$ cat config.mk
export PLATFORM = sky130hd
export DESIGN_NAME = otp_region
export DESIGN_NICKNAME = d
export VERILOG_FILES = /design/src/rtl/otp_pkg.sv /design/src/rtl/otp_busy_timer.sv /design/src/rtl/otp_store.sv /design/src/rtl/otp_region.sv
export SDC_FILE = /design/constraint.sdc
export NUM_CORES = 2
export LEC_CHECK = 0
export BUFFER_PORTS_ARGS = -buffer_cell sky130_fd_sc_hd__buf_2
export CORE_ASPECT_RATIO = 1.25
export CORE_MARGIN = 2
export CORE_UTILIZATION = 45
export DETAILED_ROUTE_END_ITERATION = 10
export MAX_ROUTING_LAYER = met4
export PLACE_DENSITY = 0.66
export SLEW_MARGIN = 10
export SYNTH_ARGS = -nofsm -noshare
export SYNTH_HDL_FRONTEND = slang
export SYNTH_SLANG_ARGS = --single-unit
$ cat constraint.sdc
create_clock -name clk -period 2.5 [get_ports clk]
set_input_delay 0.5 -clock clk [delete_from_list [all_inputs] [get_ports clk]]
set_output_delay 0.5 -clock clk [all_outputs]
set_load 0.005 [all_outputs]
$ cat src/rtl/otp_pkg.sv
package otp_pkg;
  typedef logic [7:0] byte_t;
  localparam byte_t ERASED_BYTE = 8'hFF;
  localparam int    LOCK_BIT    = 0;
endpackage

$ cat src/rtl/otp_busy_timer.sv
module otp_busy_timer #(
  parameter int CYCLES = 16
) (
  input  logic clk,
  input  logic rst_n,
  input  logic start_i,
  output logic busy_o
);
  localparam int CNT_W = $clog2(CYCLES + 1);

  logic [CNT_W-1:0] cnt_q, cnt_d;
  logic             cnt_en;

  always_comb begin
    cnt_en = start_i || (cnt_q != '0);
    cnt_d  = cnt_q;
    if (start_i)             cnt_d = CNT_W'(CYCLES);
    else if (cnt_q != '0)    cnt_d = cnt_q - 1'b1;
  end

  always_ff @(posedge clk or negedge rst_n) begin
    if (!rst_n)      cnt_q <= '0;
    else if (cnt_en) cnt_q <= cnt_d;
  end

  assign busy_o = (cnt_q != '0);
endmodule

$ cat src/rtl/otp_store.sv
module otp_store
  import otp_pkg::*;
#(
  parameter int TOTAL = 65,
  parameter int PTR_W = 7
) (
  input  logic             clk,
  input  logic             rst_n,
  input  logic             stage_clr_i,
  input  logic             stage_we_i,
  input  logic [PTR_W-1:0] stage_idx_i,
  input  byte_t            stage_byte_i,
  input  logic             commit_i,
  output byte_t            mem_o [TOTAL]
);
  for (genvar g = 0; g < TOTAL; g++) begin : g_cell
    byte_t cell_q, cell_d, mask_q, mask_d;
    logic  mask_en;
    logic  hit;

    assign hit = stage_we_i && (stage_idx_i == PTR_W'(g));

    always_comb begin
      cell_d  = cell_q & mask_q;
      mask_en = stage_clr_i || hit;
      mask_d  = stage_clr_i ? ERASED_BYTE : (mask_q & stage_byte_i);
    end

    always_ff @(posedge clk or negedge rst_n) begin
      if (!rst_n) begin
        cell_q <= ERASED_BYTE;
        mask_q <= ERASED_BYTE;
      end else begin
        if (commit_i) cell_q <= cell_d;
        if (mask_en)  mask_q <= mask_d;
      end
    end

    assign mem_o[g] = cell_q;
  end
endmodule

$ cat src/rtl/otp_region.sv
module otp_region
  import otp_pkg::*;
#(
  parameter int DATA_BYTES  = 64,
  parameter int ADDR_W      = 24,
  parameter int BUSY_CYCLES = 16
) (
  input  logic              clk,
  input  logic              rst_n,
  input  logic              wren_i,
  input  logic              prog_start_i,
  input  logic              rd_start_i,
  input  logic [ADDR_W-1:0] addr_i,
  input  logic              data_valid_i,
  input  logic [7:0]        data_i,
  input  logic              prog_end_i,
  input  logic              rd_next_i,
  output logic [7:0]        rd_data_o,
  output logic              wel_o,
  output logic              wip_o,
  output logic              locked_o
);
  localparam int TOTAL    = DATA_BYTES + 1;
  localparam int PTR_W    = $clog2(TOTAL + 1);
  localparam int LOCK_IDX = DATA_BYTES;
  localparam logic [PTR_W-1:0] PTR_END  = PTR_W'(TOTAL);
  localparam logic [PTR_W-1:0] PTR_LAST = PTR_W'(DATA_BYTES);

  byte_t            mem [TOTAL];
  logic             wel_q, wel_d;
  logic             sess_q, sess_d;
  logic [PTR_W-1:0] ptr_q, ptr_d;
  logic [PTR_W-1:0] rd_ptr_q, rd_ptr_d;
  logic             stage_clr, stage_we, commit;
  logic             accept, addr_ok, locked;

  assign addr_ok = (addr_i <= ADDR_W'(DATA_BYTES));
  assign locked  = ~mem[LOCK_IDX][LOCK_BIT];
  assign accept  = prog_start_i && wel_q && !wip_o;

  always_comb begin
    wel_d     = wel_q;
    sess_d    = sess_q;
    ptr_d     = ptr_q;
    rd_ptr_d  = rd_ptr_q;
    stage_clr = 1'b0;
    stage_we  = 1'b0;
    commit    = 1'b0;

    if (wren_i) wel_d = 1'b1;

    if (accept) begin
      sess_d    = 1'b1;
      stage_clr = 1'b1;
      ptr_d     = addr_ok ? addr_i[PTR_W-1:0] : PTR_END;
    end else if (sess_q) begin
      if (data_valid_i && (ptr_q != PTR_END)) begin
        stage_we = 1'b1;
        ptr_d    = ptr_q + 1'b1;
      end
      if (prog_end_i) begin
        sess_d = 1'b0;
        wel_d  = 1'b0;
        commit = !locked;
      end
    end

    if (rd_start_i)
      rd_ptr_d = addr_ok ? addr_i[PTR_W-1:0] : '0;
    else if (rd_next_i)
      rd_ptr_d = (rd_ptr_q == PTR_LAST) ? '0 : rd_ptr_q + 1'b1;
  end

  always_ff @(posedge clk or negedge rst_n) begin
    if (!rst_n) begin
      wel_q    <= 1'b0;
      sess_q   <= 1'b0;
      ptr_q    <= '0;
      rd_ptr_q <= '0;
    end else begin
      wel_q  <= wel_d;
      sess_q <= sess_d;
      if (accept || sess_q)           ptr_q    <= ptr_d;
      if (rd_start_i || rd_next_i)    rd_ptr_q <= rd_ptr_d;
    end
  end

  otp_store #(
    .TOTAL (TOTAL),
    .PTR_W (PTR_W)
  ) u_store (
    .clk          (clk),
    .rst_n        (rst_n),
    .stage_clr_i  (stage_clr),
    .stage_we_i   (stage_we),
    .stage_idx_i  (ptr_q),
    .stage_byte_i (data_i),
    .commit_i     (commit),
    .mem_o        (mem)
  );

  otp_busy_timer #(
    .CYCLES (BUSY_CYCLES)
  ) u_timer (
    .clk     (clk),
    .rst_n   (rst_n),
    .start_i (commit),
    .busy_o  (wip_o)
  );

  assign rd_data_o = mem[rd_ptr_q];
  assign wel_o     = wel_q;
  assign locked_o  = locked;
endmodule

==> impl_metrics.py <==
metrics = {
    "status": {
        "status": "finished, violations left",
        "failed_checks": "setup timing",
    },
    "finish": {
        "layout.nets": 3592,
        "fin_area_sq_mm": 0.0502,
        "n_fill_cell": 7871,
        "final_util_pct": 53.1,
        "syn2layout_area_growth_pct": 16.8,
        "drive_gt1_share_pct": 46.9,
    },
    "yosys": {
        "synth.largest_area_cell": "dfstp_2",
        "synth-seq-cells": 1061,
        "synthCells": 3386,
        "syn_area_sq_mm": 0.0430,
        "synth_top_flop_cell": "dfstp_2",
        "synth-edff-count": 0,
        "ys_warn_count": 0,
        "yosysTopAreaCellShare_pct": 63.5,
        "synth.most_common_cell": "dfstp_2",
        "ys_types": 69,
        "postSynthAreaPerCell_sq_um": 12.7,
        "syn_nets": 3434,
        "yosys-top-cells-count": "1040 x dfstp_2, 611 x nand2_1, 519 x o21a_1",
        "yosysSeqAreaShare_pct": 64.8,
        "async_reset_ff_share_pct": 100,
        "synth_area_leaders": "dfstp_2 64%, o21a_1 9.1%, mux4_2 6.2%",
    },
    "floorplanning": {
        "std_cell_rows": 126,
        "start_util_pct": 45.5,
        "core_sq_mm": 0.0946,
        "die_h_um": 350,
        "dieArea_sq_mm": 0.0981,
        "io_pins": 51,
        "die_w_um": 281,
    },
    "critical_path": {
        "worstSetupStartpointType": "register",
        "path_cells": "buf_12, buf_12, buf_16, mux4_2, mux4_2, nand3_2, o211ai_1, buf_2",
        "cp.arrival_ns": 3.19,
        "max_stage_delay_ns": 0.54,
        "path_max_fanout": 8,
        "crit_slowest_cell": "mux4_2",
        "cp-startpoint": "rd_ptr_q[0]",
        "cp_data_required_time_ns": 2.00,
        "worstSetupPathType": "reg2out",
        "critPathCaptureType": "primary output",
        "r2r_start": "u_timer.cnt_q[0]",
    },
    "timing": {
        "finalMaxSlewViolations": 0,
        "setup_slack_ns": -1.19,
        "layout_min_cycle_time_ns": 3.69,
        "rsz0062_at_grt": "true",
        "slew_headroom_pct": 51.5,
        "hold_viol": 0,
        "period_share_pct": 147,
        "clock_skew_ns": 0.0347,
        "tightest_slew_ns": 0.727,
        "fmax_ghz": 0.271,
        "setup-violations-final": 8,
    },
    "detailed_routing": {
        "drt-initial-drc-count": 2379,
        "ant_nets": 0,
        "via_per_inst": 5.82,
        "routed_wl_mm": 116,
        "vias": 28171,
        "drt_pre_antenna_iters": 5,
        "drcViolationCount": 0,
        "routedWlPerCell_um": 24.0,
    },
    "cts": {
        "cts_tree": "done",
        "clk_latency_ns": 0.70,
        "cts_sinks": 1061,
        "root_buffer": "clkbuf_16",
        "ctsLongestPathBuffers": 3,
        "htreeDepth": 3,
        "clk_pin_slew_ns": 0.07,
        "cts_buffers": 102,
    },
    "run": {
        "drv_cap": 0,
    },
    "global_route": {
        "grt_pass1_vias": 29185,
        "grt_usage_pct": 24.7,
        "grt.overflow.total": 0,
        "antenna_found_initial": 4,
        "grt_max_degree": 124,
        "grt_pass1_wl_mm": 181,
    },
    "placed_design": {
        "place_congestion": 0.901,
        "port_buffers": 50,
        "place_area_sq_mm": 0.0461,
        "dp_hpwl_mm": 74.5,
    },
    "min_path": {
        "hp-class": "in2reg",
        "hold_start": "wren_i",
    },
    "power": {
        "vdd_ir_drop_max_mv": 0.581,
        "power.density_mw_per_mm2": 1010,
        "p_leak_nw": 19.9,
    },
}
[registers in the layout, indices dropped and copies added (netlist names)]
register,cells
ptr_q,7
wel_o,1
rd_ptr_q,7
u_timer.cnt_q,5
u_store.g_cell.mask_q,520
u_store.g_cell.cell_q,520
sess_q,1
[power breakdown]
| group | internal, mW | switching, mW | total (mW) |
|---|---|---|---|
| Combinational | 2.88 | 4.45 | 7.33 |
| Clock | 9.63 | 6.80 | 16.4 |
| Sequential | 24.6 | 2.34 | 26.9 |
[stage by stage]
| step | power (mW) | instances | hold WS, ns | setup slack [ns] | setup TNS (ns) |
|---|---|---|---|---|---|
| floorplan | 31.5 | 3386 | 0.204 | 0.0882 | 0 |
| global placement | 33.7 | 4633 | 0.443 | -0.677 | -4.33 |
| detailed placement | 34.2 | 4633 | 0.446 | -0.751 | -4.75 |
| CTS | 50.9 | 4832 | 0.0242 | -1.21 | -9.33 |
| global route | 53.3 | 4843 | 0.0769 | -1.23 | -9.43 |
| finish | 50.7 | 4843 | 0.0481 | -1.19 | -9.15 |
[worst paths after layout]
kind | endpoint | slack, ns | cells past startpoint
worst max-delay path | rd_data_o[7] | -1.19 | 8
worst min-delay path | wel_o | 0.05 | 3
worst max register to register | u_store.g_cell[44].cell_q[4] | 0.09 | 9
worst min register to register | u_store.g_cell[27].cell_q[5] | 0.45 | 1
max in group asynchronous | u_store.g_cell[45].mask_q[6] | 1.22 | 4
min in group asynchronous | u_store.g_cell[54].mask_q[0] | 0.58 | 2
[metal layers]
metal	wire, um	GRT usage [%]	share of wire, %
met1	49400	32.6	43
met2	56900	39.6	49
met3	5570	3.04	4.8
met4	4360	9.03	3.7
met5	0	-	0
[final cells by class]
| type | instances | area [sq um] | share of cell area, % |
|---|---|---|---|
| clock buffers | 141 | 2910 | 5.79 |
| inverters | 19 | 71.3 | 0.142 |
| flip-flops and latches | 1061 | 27900 | 55.5 |
| diodes | 1 | 2.50 | 0.00498 |
| multi-input cells | 2067 | 14200 | 28.3 |
| well taps | 1216 | 1520 | 3.03 |
| repair buffers | 293 | 2990 | 5.96 |
| clock inverters | 45 | 679 | 1.35 |
[worst max-delay path: cells and delay by family (launching register included)]
family                 cells  cell delay, ns
DFF                        1            0.44
buffers and inverters      4            0.67
and+or+nand+nor            1            0.09
AOI/OAI and AO/OA          1            0.24
muxes                      2            1.02
[layout by cell type, fill, tap and decap left out, types with 16 or more instances in the layout]
master / synthesis / routed
buf_4: 13 / 168
buf_2: 81 / 49
buf_12: 0 / 60
o21a_1: 519 / 519
mux4_2: 119 / 123
dfstp_2: 1040 / 1040
o21ai_0: 446 / 446
dfrtp_1: 21 / 18
clkbuf_8: 0 / 19
o21ai_1: 77 / 77
a21oi_1: 29 / 25
inv_1: 18 / 16
nand2_1: 611 / 601
clkbuf_1: 133 / 19
clkinv_2: 0 / 17
clkbuf_16: 0 / 105
nor2_1: 28 / 28
mux2i_1: 40 / 36
[cell families (layout without fill, tap and decap cells)]
group,count (synthesis),count (layout),synth area share [%]
AOI/OAI and AO/OA,1154,1154,17.2
DFF,1061,1061,64.8
and+or+nand+nor,727,727,7.26
buffers and inverters,258,498,2.78
muxes,169,169,7.60
xor gates and xnor gates,9,9,0.183
adders and majority gates,8,8,0.233
other,0,1,0
[repair_timing]
action / 4_1_cts / 5_1_grt
buffers inserted: 11 / 9
gates cloned: 1 / 2
resized for setup: 37 / 32
hold buffers: 1 / 0
endpoints found under the setup margin: 8 / 41
pin swaps: 11 / 9
endpoints found under the hold margin: 19 / 0
Power figures use the tool's default switching activity.
